==> src/rtl/ahl_pkg.sv <==
package ahl_pkg;
  // Control word, bit 3 down to bit 0
  typedef struct packed {
    logic gate;  // 1: blocking policy
    logic cmt;   // header committed
    logic ign;   // header write refused
    logic en;    // header feature enabled
  } hdr_ctl_t;
endpackage

==> src/rtl/ahl_cs_sync.sv <==
module ahl_cs_sync #(
  parameter int STAGES = 2
) (
  input  logic clk,
  input  logic rst_n,
  input  logic cs_n_async,
  output logic cs_active
);
  logic [STAGES-1:0] chain;

  always_ff @(posedge clk or negedge rst_n) begin
    if (!rst_n) chain <= '1;
    else        chain <= {chain[STAGES-2:0], cs_n_async};
  end

  assign cs_active = ~chain[STAGES-1];
endmodule

==> src/rtl/ahl_ctrl.sv <==
module ahl_ctrl
  import ahl_pkg::*;
#(
  parameter int SZW    = 2,
  parameter int CNT_W  = 3,
  parameter int FREE_W = 6
) (
  input  logic              clk,
  input  logic              rst_n,
  input  logic              ctl_wr,
  input  hdr_ctl_t          ctl_wdata,
  input  logic              hdr_wr,
  input  logic [SZW-1:0]    hdr_size,
  input  logic              cs_low,
  input  logic [FREE_W-1:0] fifo_free,
  input  logic              pusher_busy,
  output hdr_ctl_t          ctl,
  output logic              accept,
  output logic [CNT_W-1:0]  acc_bytes
);
  hdr_ctl_t nxt;
  logic     room;

  always_comb begin
    acc_bytes = CNT_W'(hdr_size) + CNT_W'(1);
    room      = ({1'b0, fifo_free} >= (FREE_W+1)'(acc_bytes)) && !pusher_busy;
    if (ctl.gate)
      accept = hdr_wr && ctl.en && !cs_low && !ctl.cmt && room;
    else
      accept = hdr_wr && !ctl.cmt && !(cs_low && ctl.en) && room;
  end

  always_comb begin
    nxt = ctl;
    if (ctl_wr) begin
      nxt.en   = ctl_wdata.en;
      nxt.gate = ctl_wdata.gate;
      if (!ctl_wdata.ign) nxt.ign = 1'b0;
      if (!ctl_wdata.cmt) nxt.cmt = 1'b0;
    end
    if (hdr_wr && !ctl.gate)             nxt.en  = 1'b1;
    if (hdr_wr && !accept)               nxt.ign = 1'b1;
    if (cs_low && (ctl.en || accept))    nxt.cmt = 1'b1;
  end

  always_ff @(posedge clk or negedge rst_n) begin
    if (!rst_n) ctl <= '0;
    else        ctl <= nxt;
  end

  // commit follows enable with chip select active
  a_r6_commit_sets: assert property (@(posedge clk) disable iff (!rst_n)
    ctl.en && cs_low |=> ctl.cmt);
  // ignored flag sticky unless cleared by software
  a_r12_ign_sticky: assert property (@(posedge clk) disable iff (!rst_n)
    ctl.ign && !(ctl_wr && !ctl_wdata.ign) |=> ctl.ign);
  // writes after commit are refused
  a_r11_after_commit: assert property (@(posedge clk) disable iff (!rst_n)
    hdr_wr && ctl.cmt |=> ctl.ign);
  // ungated writes raise the enable
  a_r9_auto_enable: assert property (@(posedge clk) disable iff (!rst_n)
    hdr_wr && !ctl.gate |=> ctl.en);
endmodule

==> src/rtl/ahl_pusher.sv <==
module ahl_pusher #(
  parameter int HDR_W = 32,
  parameter int CNT_W = 3
) (
  input  logic             clk,
  input  logic             rst_n,
  input  logic             load,
  input  logic [CNT_W-1:0] load_bytes,
  input  logic [HDR_W-1:0] load_data,
  output logic             push_valid,
  input  logic             push_ready,
  output logic [7:0]       push_data,
  output logic             busy
);
  localparam int BYTES = HDR_W / 8;

  logic [HDR_W-1:0] sreg;
  logic [CNT_W-1:0] left;

  always_ff @(posedge clk or negedge rst_n) begin
    if (!rst_n) begin
      sreg <= '0;
      left <= '0;
    end else if (load) begin
      sreg <= load_data;
      left <= load_bytes;
    end else if (push_valid && push_ready) begin
      sreg <= sreg >> 8;
      left <= left - CNT_W'(1);
    end
  end

  assign push_valid = (left != '0);
  assign push_data  = sreg[7:0];
  assign busy       = push_valid;

  // held under back-pressure
  a_r4_hold: assert property (@(posedge clk) disable iff (!rst_n)
    push_valid && !push_ready |=> push_valid && $stable(push_data));
  // a new header never overlays one in flight
  a_r5_load_idle: assert property (@(posedge clk) disable iff (!rst_n)
    load |-> !busy);
  // never more bytes than one header holds
  a_r3_count_bound: assert property (@(posedge clk) disable iff (!rst_n)
    left <= CNT_W'(BYTES));
endmodule

==> src/rtl/atomic_hdr_loader.sv <==
module atomic_hdr_loader
  import ahl_pkg::*;
#(
  parameter int HDR_W       = 32,
  parameter int FREE_W      = 6,
  parameter int SYNC_STAGES = 2
) (
  input  logic                          clk,
  input  logic                          rst_n,
  input  logic                          cs_n,
  input  logic                          ctl_wr,
  input  logic [3:0]                    ctl_wdata,
  output logic [3:0]                    ctl_rdata,
  input  logic                          hdr_wr,
  input  logic [$clog2(HDR_W/8)-1:0]    hdr_size,
  input  logic [HDR_W-1:0]              hdr_data,
  input  logic [FREE_W-1:0]             fifo_free,
  output logic                          push_valid,
  input  logic                          push_ready,
  output logic [7:0]                    push_data
);
  localparam int BYTES = HDR_W / 8;
  localparam int SZW   = $clog2(BYTES);
  localparam int CNT_W = $clog2(BYTES + 1);

  logic             cs_low;
  hdr_ctl_t         ctl;
  logic             accept;
  logic [CNT_W-1:0] acc_bytes;
  logic             busy;

  ahl_cs_sync #(.STAGES(SYNC_STAGES)) u_sync (
    .clk(clk), .rst_n(rst_n), .cs_n_async(cs_n), .cs_active(cs_low)
  );

  ahl_ctrl #(.SZW(SZW), .CNT_W(CNT_W), .FREE_W(FREE_W)) u_ctrl (
    .clk(clk), .rst_n(rst_n),
    .ctl_wr(ctl_wr), .ctl_wdata(hdr_ctl_t'(ctl_wdata)),
    .hdr_wr(hdr_wr), .hdr_size(hdr_size),
    .cs_low(cs_low), .fifo_free(fifo_free), .pusher_busy(busy),
    .ctl(ctl), .accept(accept), .acc_bytes(acc_bytes)
  );

  ahl_pusher #(.HDR_W(HDR_W), .CNT_W(CNT_W)) u_push (
    .clk(clk), .rst_n(rst_n),
    .load(accept), .load_bytes(acc_bytes), .load_data(hdr_data),
    .push_valid(push_valid), .push_ready(push_ready), .push_data(push_data),
    .busy(busy)
  );

  assign ctl_rdata = ctl;

  // gated writes with chip select active push nothing
  a_r8_gate_blocks: assert property (@(posedge clk) disable iff (!rst_n)
    hdr_wr && ctl.gate && cs_low && !push_valid |=> !push_valid);
endmodule

==> config.mk <==
export PLATFORM = sky130hd
export DESIGN_NAME = atomic_hdr_loader
export DESIGN_NICKNAME = d
export VERILOG_FILES = /design/src/rtl/ahl_pkg.sv /design/src/rtl/ahl_cs_sync.sv /design/src/rtl/ahl_ctrl.sv /design/src/rtl/ahl_pusher.sv /design/src/rtl/atomic_hdr_loader.sv
export SDC_FILE = /design/constraint.sdc
export NUM_CORES = 1
export LEC_CHECK = 0
export BUFFER_PORTS_ARGS = -buffer_cell sky130_fd_sc_hd__clkbuf_2
export CAP_MARGIN = 10
export CORE_ASPECT_RATIO = 0.7
export CORE_MARGIN = 4
export CORE_UTILIZATION = 25
export DETAILED_ROUTE_END_ITERATION = 16
export HOLD_SLACK_MARGIN = 0.08
export PLACE_DENSITY_LB_ADDON = 0.08
export SKIP_LAST_GASP = 1
export SLEW_MARGIN = 20
export SYNTH_ARGS = -nofsm -noshare
export SYNTH_HDL_FRONTEND = slang
export SYNTH_SLANG_ARGS = --single-unit
export TNS_END_PERCENT = 50
==> constraint.sdc <==
create_clock -name clk -period 2.2 [get_ports clk]
set_clock_uncertainty 0.05 [all_clocks]
set_input_delay 0 -clock clk [delete_from_list [all_inputs] [get_ports clk]]
set_output_delay 0 -clock clk [all_outputs]
set_load 0.05 [all_outputs]
==> out/results.txt <==
first-pass GRT wire length: 8.038 mm
initial DRC count: 42
WL per Instance: 12.27 um
antenna cell count: 0
HPWL after detailed placement: 3.279 mm
Yosys cell types: 27
DIE WIDTH: 119.6 um
max-slew violation count: 0
initial antenna violation count: 0
minimum clock period: 2.054 ns
leakage power: 1.747 nW
WHS Endpoint: u_ctrl.ctl[2]
setup violators final: 0
Hold WC Path Type: in -> reg
Area Growth Syn to Fin: 49.97%
Rows: 28
grt ovf: 0
final hold slack: 0.1260 ns
#FFs+latches synth: 41
share of the yosys chip area belonging to registers: 47.16%
hold path depth: 4
path depth of the worst reg2reg path: 6
status: completed
root buffer cell: clkbuf_16
Post-CTS Setup Inserts: 0
critical path type: in -> reg
Tcrit/Tclk final: 93.36%
commonest non-fill, non-tap cell in the layout: clkbuf_2
crit path capture type: register
Worst IR Drop VDD: 0.2956 mV
Residual DRC: 0
unrepaired setup endpoints after global routing: false
R2R Setup Slk: 0.26 ns
vias in the first global route: 1682
core area: 8478 sq um
worst hold path startpoint: ctl_wr
Warnings, synthesis: 0
CP Data Arrival Time: 2.16 ns
PortBufs: 62
Setup TNS: 0 ns
Die ar.: 10310 sq um
Nets: 332
Clock Latency Late Sink: 0.28 ns
Slew headroom: 72.01%
Critical R2R Capture: u_push.sreg[7]
detailed-route wire length: 4.870 mm
syn avg cell area: 13.06 sq um
htree depth: 2
Die Ht: 86.15 um
largest net degree at the start of global routing: 33
Post-Syn Instances: 167
Hold Violations, Final: 0
GRT Util Overall: 9.828%
crit-path max FO: 14
CP startpoint kind: primary input
post-route ant nets: 0
PD cells: 876.1 nW/um^2
CTS sink count: 41
io pins: 63
Max Root-Sink Buffers: 2
Peak Freq: 486.9 MHz
TritonCTS Buffers: 5
CTS tree: done
required time of the worst setup path: 2.31 ns
Netlist Area Pre-Place: 2181 sq um
Initial DRT Pass Iterations: 2
max cap viols: 0
routed vias/inst: 3.864
commonest non-fill, non-tap cells in the layout: clkbuf_2, dlygate4sd3_1, dfrtp_1
share of layout cells above drive strength 1: 44.77%
global placement routability congestion: 0.6810
Mapped Nets: 223
clock slew at reported path FFs: 0.06 ns
Worst-Margin Slew: 0.4195 ns
R2R Path Start: u_push.left[0]
Initial Utilization: 25.72%
Via Count: 1534
[kinds of logic after synthesis]
group                    share of synthesized area (%)
AO/OA/AOI/OAI                                    2.582
XOR/XNOR                                        0.4017
adder cells (fa/ha/maj)                          3.442
buffers and inverters                            7.974
flip-flops                                       47.16
multiplexers                                     32.59
AND/OR/NAND/NOR                                  5.852
[critical path, stage by stage]
cell and delay (ns):
dlygate4sd3_1 0.53, clkbuf_2 0.13, ha_1 0.29, inv_1 0.04, ha_1 0.26, o21ai_1 0.17
o21ai_2 0.09, nand3_4 0.13, buf_12 0.17, mux2_2 0.34
[power by group]
group / total, mW / leakage, nW / switching, mW / internal (mW)
clock network: 0.852 / 0.0841 / 0.285 / 0.567
logic: 1.01 / 1.12 / 0.556 / 0.457
registers: 1.00 / 0.542 / 0.0813 / 0.919
total: 2.87 / 1.75 / 0.922 / 1.94
[routing by layer]
layer / GRT usage, % / share of wire [%] / vias up
li1: - / - / 783
met1: 13.03 / 49 / 717
met2: 15.88 / 46 / 30
met3: 2.439 / 3.8 / 4
met4: 3.119 / 1.0 / 0
met5: 0 / 0 / -
[what timing repair did]
action                     CTS  global route
hold endpoints to repair    81             0
hold buffers                47             0
resized for setup            0             3
setup endpoints to repair    0            24
[through the flow]
stage                     cell area, sq um  cells  power [mW]  setup WS, ns  util (%)
after floorplan                       2181    167       1.818        0.3590         -
after global placement                2594    341       1.976        0.2614     30.59
after detailed placement              2594    341       1.962        0.2637     30.59
after CTS                             3237    396       2.903       0.02766     38.18
after global routing                  3271    397       3.035       0.01416     38.58
final                                 3271    397       2.865        0.1460     38.58
[final cells by class]
type                    count  area (sq um)
fillers                   872          5207
multi-input cells          97         987.2
inverters                  15         56.30
repair buffers            116         875.8
clock inverters             1         30.03
clock buffers               7         142.6
well taps                 120         150.1
flip-flops and latches     41          1028
[sequential cells by signal (all words and copies together), names as in the netlist]
register / flops
u_push.sreg: 32
u_ctrl.ctl: 4
u_push.left: 3
u_sync.chain: 2
[synthesized netlist by cell type (all sizes together)]
library cell	count	area (sq um)
a22o	1	8.760
nor4	1	6.260
mux2	50	600.6
o21ai	5	25.02
a21boi	1	7.510
nand2	11	48.80
inv	15	56.30
nand3	1	17.52
nor3	2	21.27
mux2i	11	110.1
nor3b	1	7.510
dfstp	2	52.55
buf	14	117.6
dfrtp	39	975.9
ha	6	75.07
nand2b	3	26.27
xnor2	1	8.760
a21oi	3	15.01
[how the worst max path moves through the flow]
stage / start / to / slack [ns] / cells after the start
finish: hdr_size[0] / u_push.sreg[15] / 0.15 / 10
detailed placement: u_push.left[0] / u_push.sreg[8] / 0.26 / 6
floorplan: u_push.left[0] / u_push.sreg[16] / 0.36 / 7
global placement: u_push.left[0] / u_push.sreg[19] / 0.26 / 6
CTS: hdr_size[0] / u_push.sreg[10] / 0.03 / 10
global route: hdr_size[0] / u_push.sreg[15] / 0.01 / 10
Note: power is estimated with default switching activity, not from simulation.
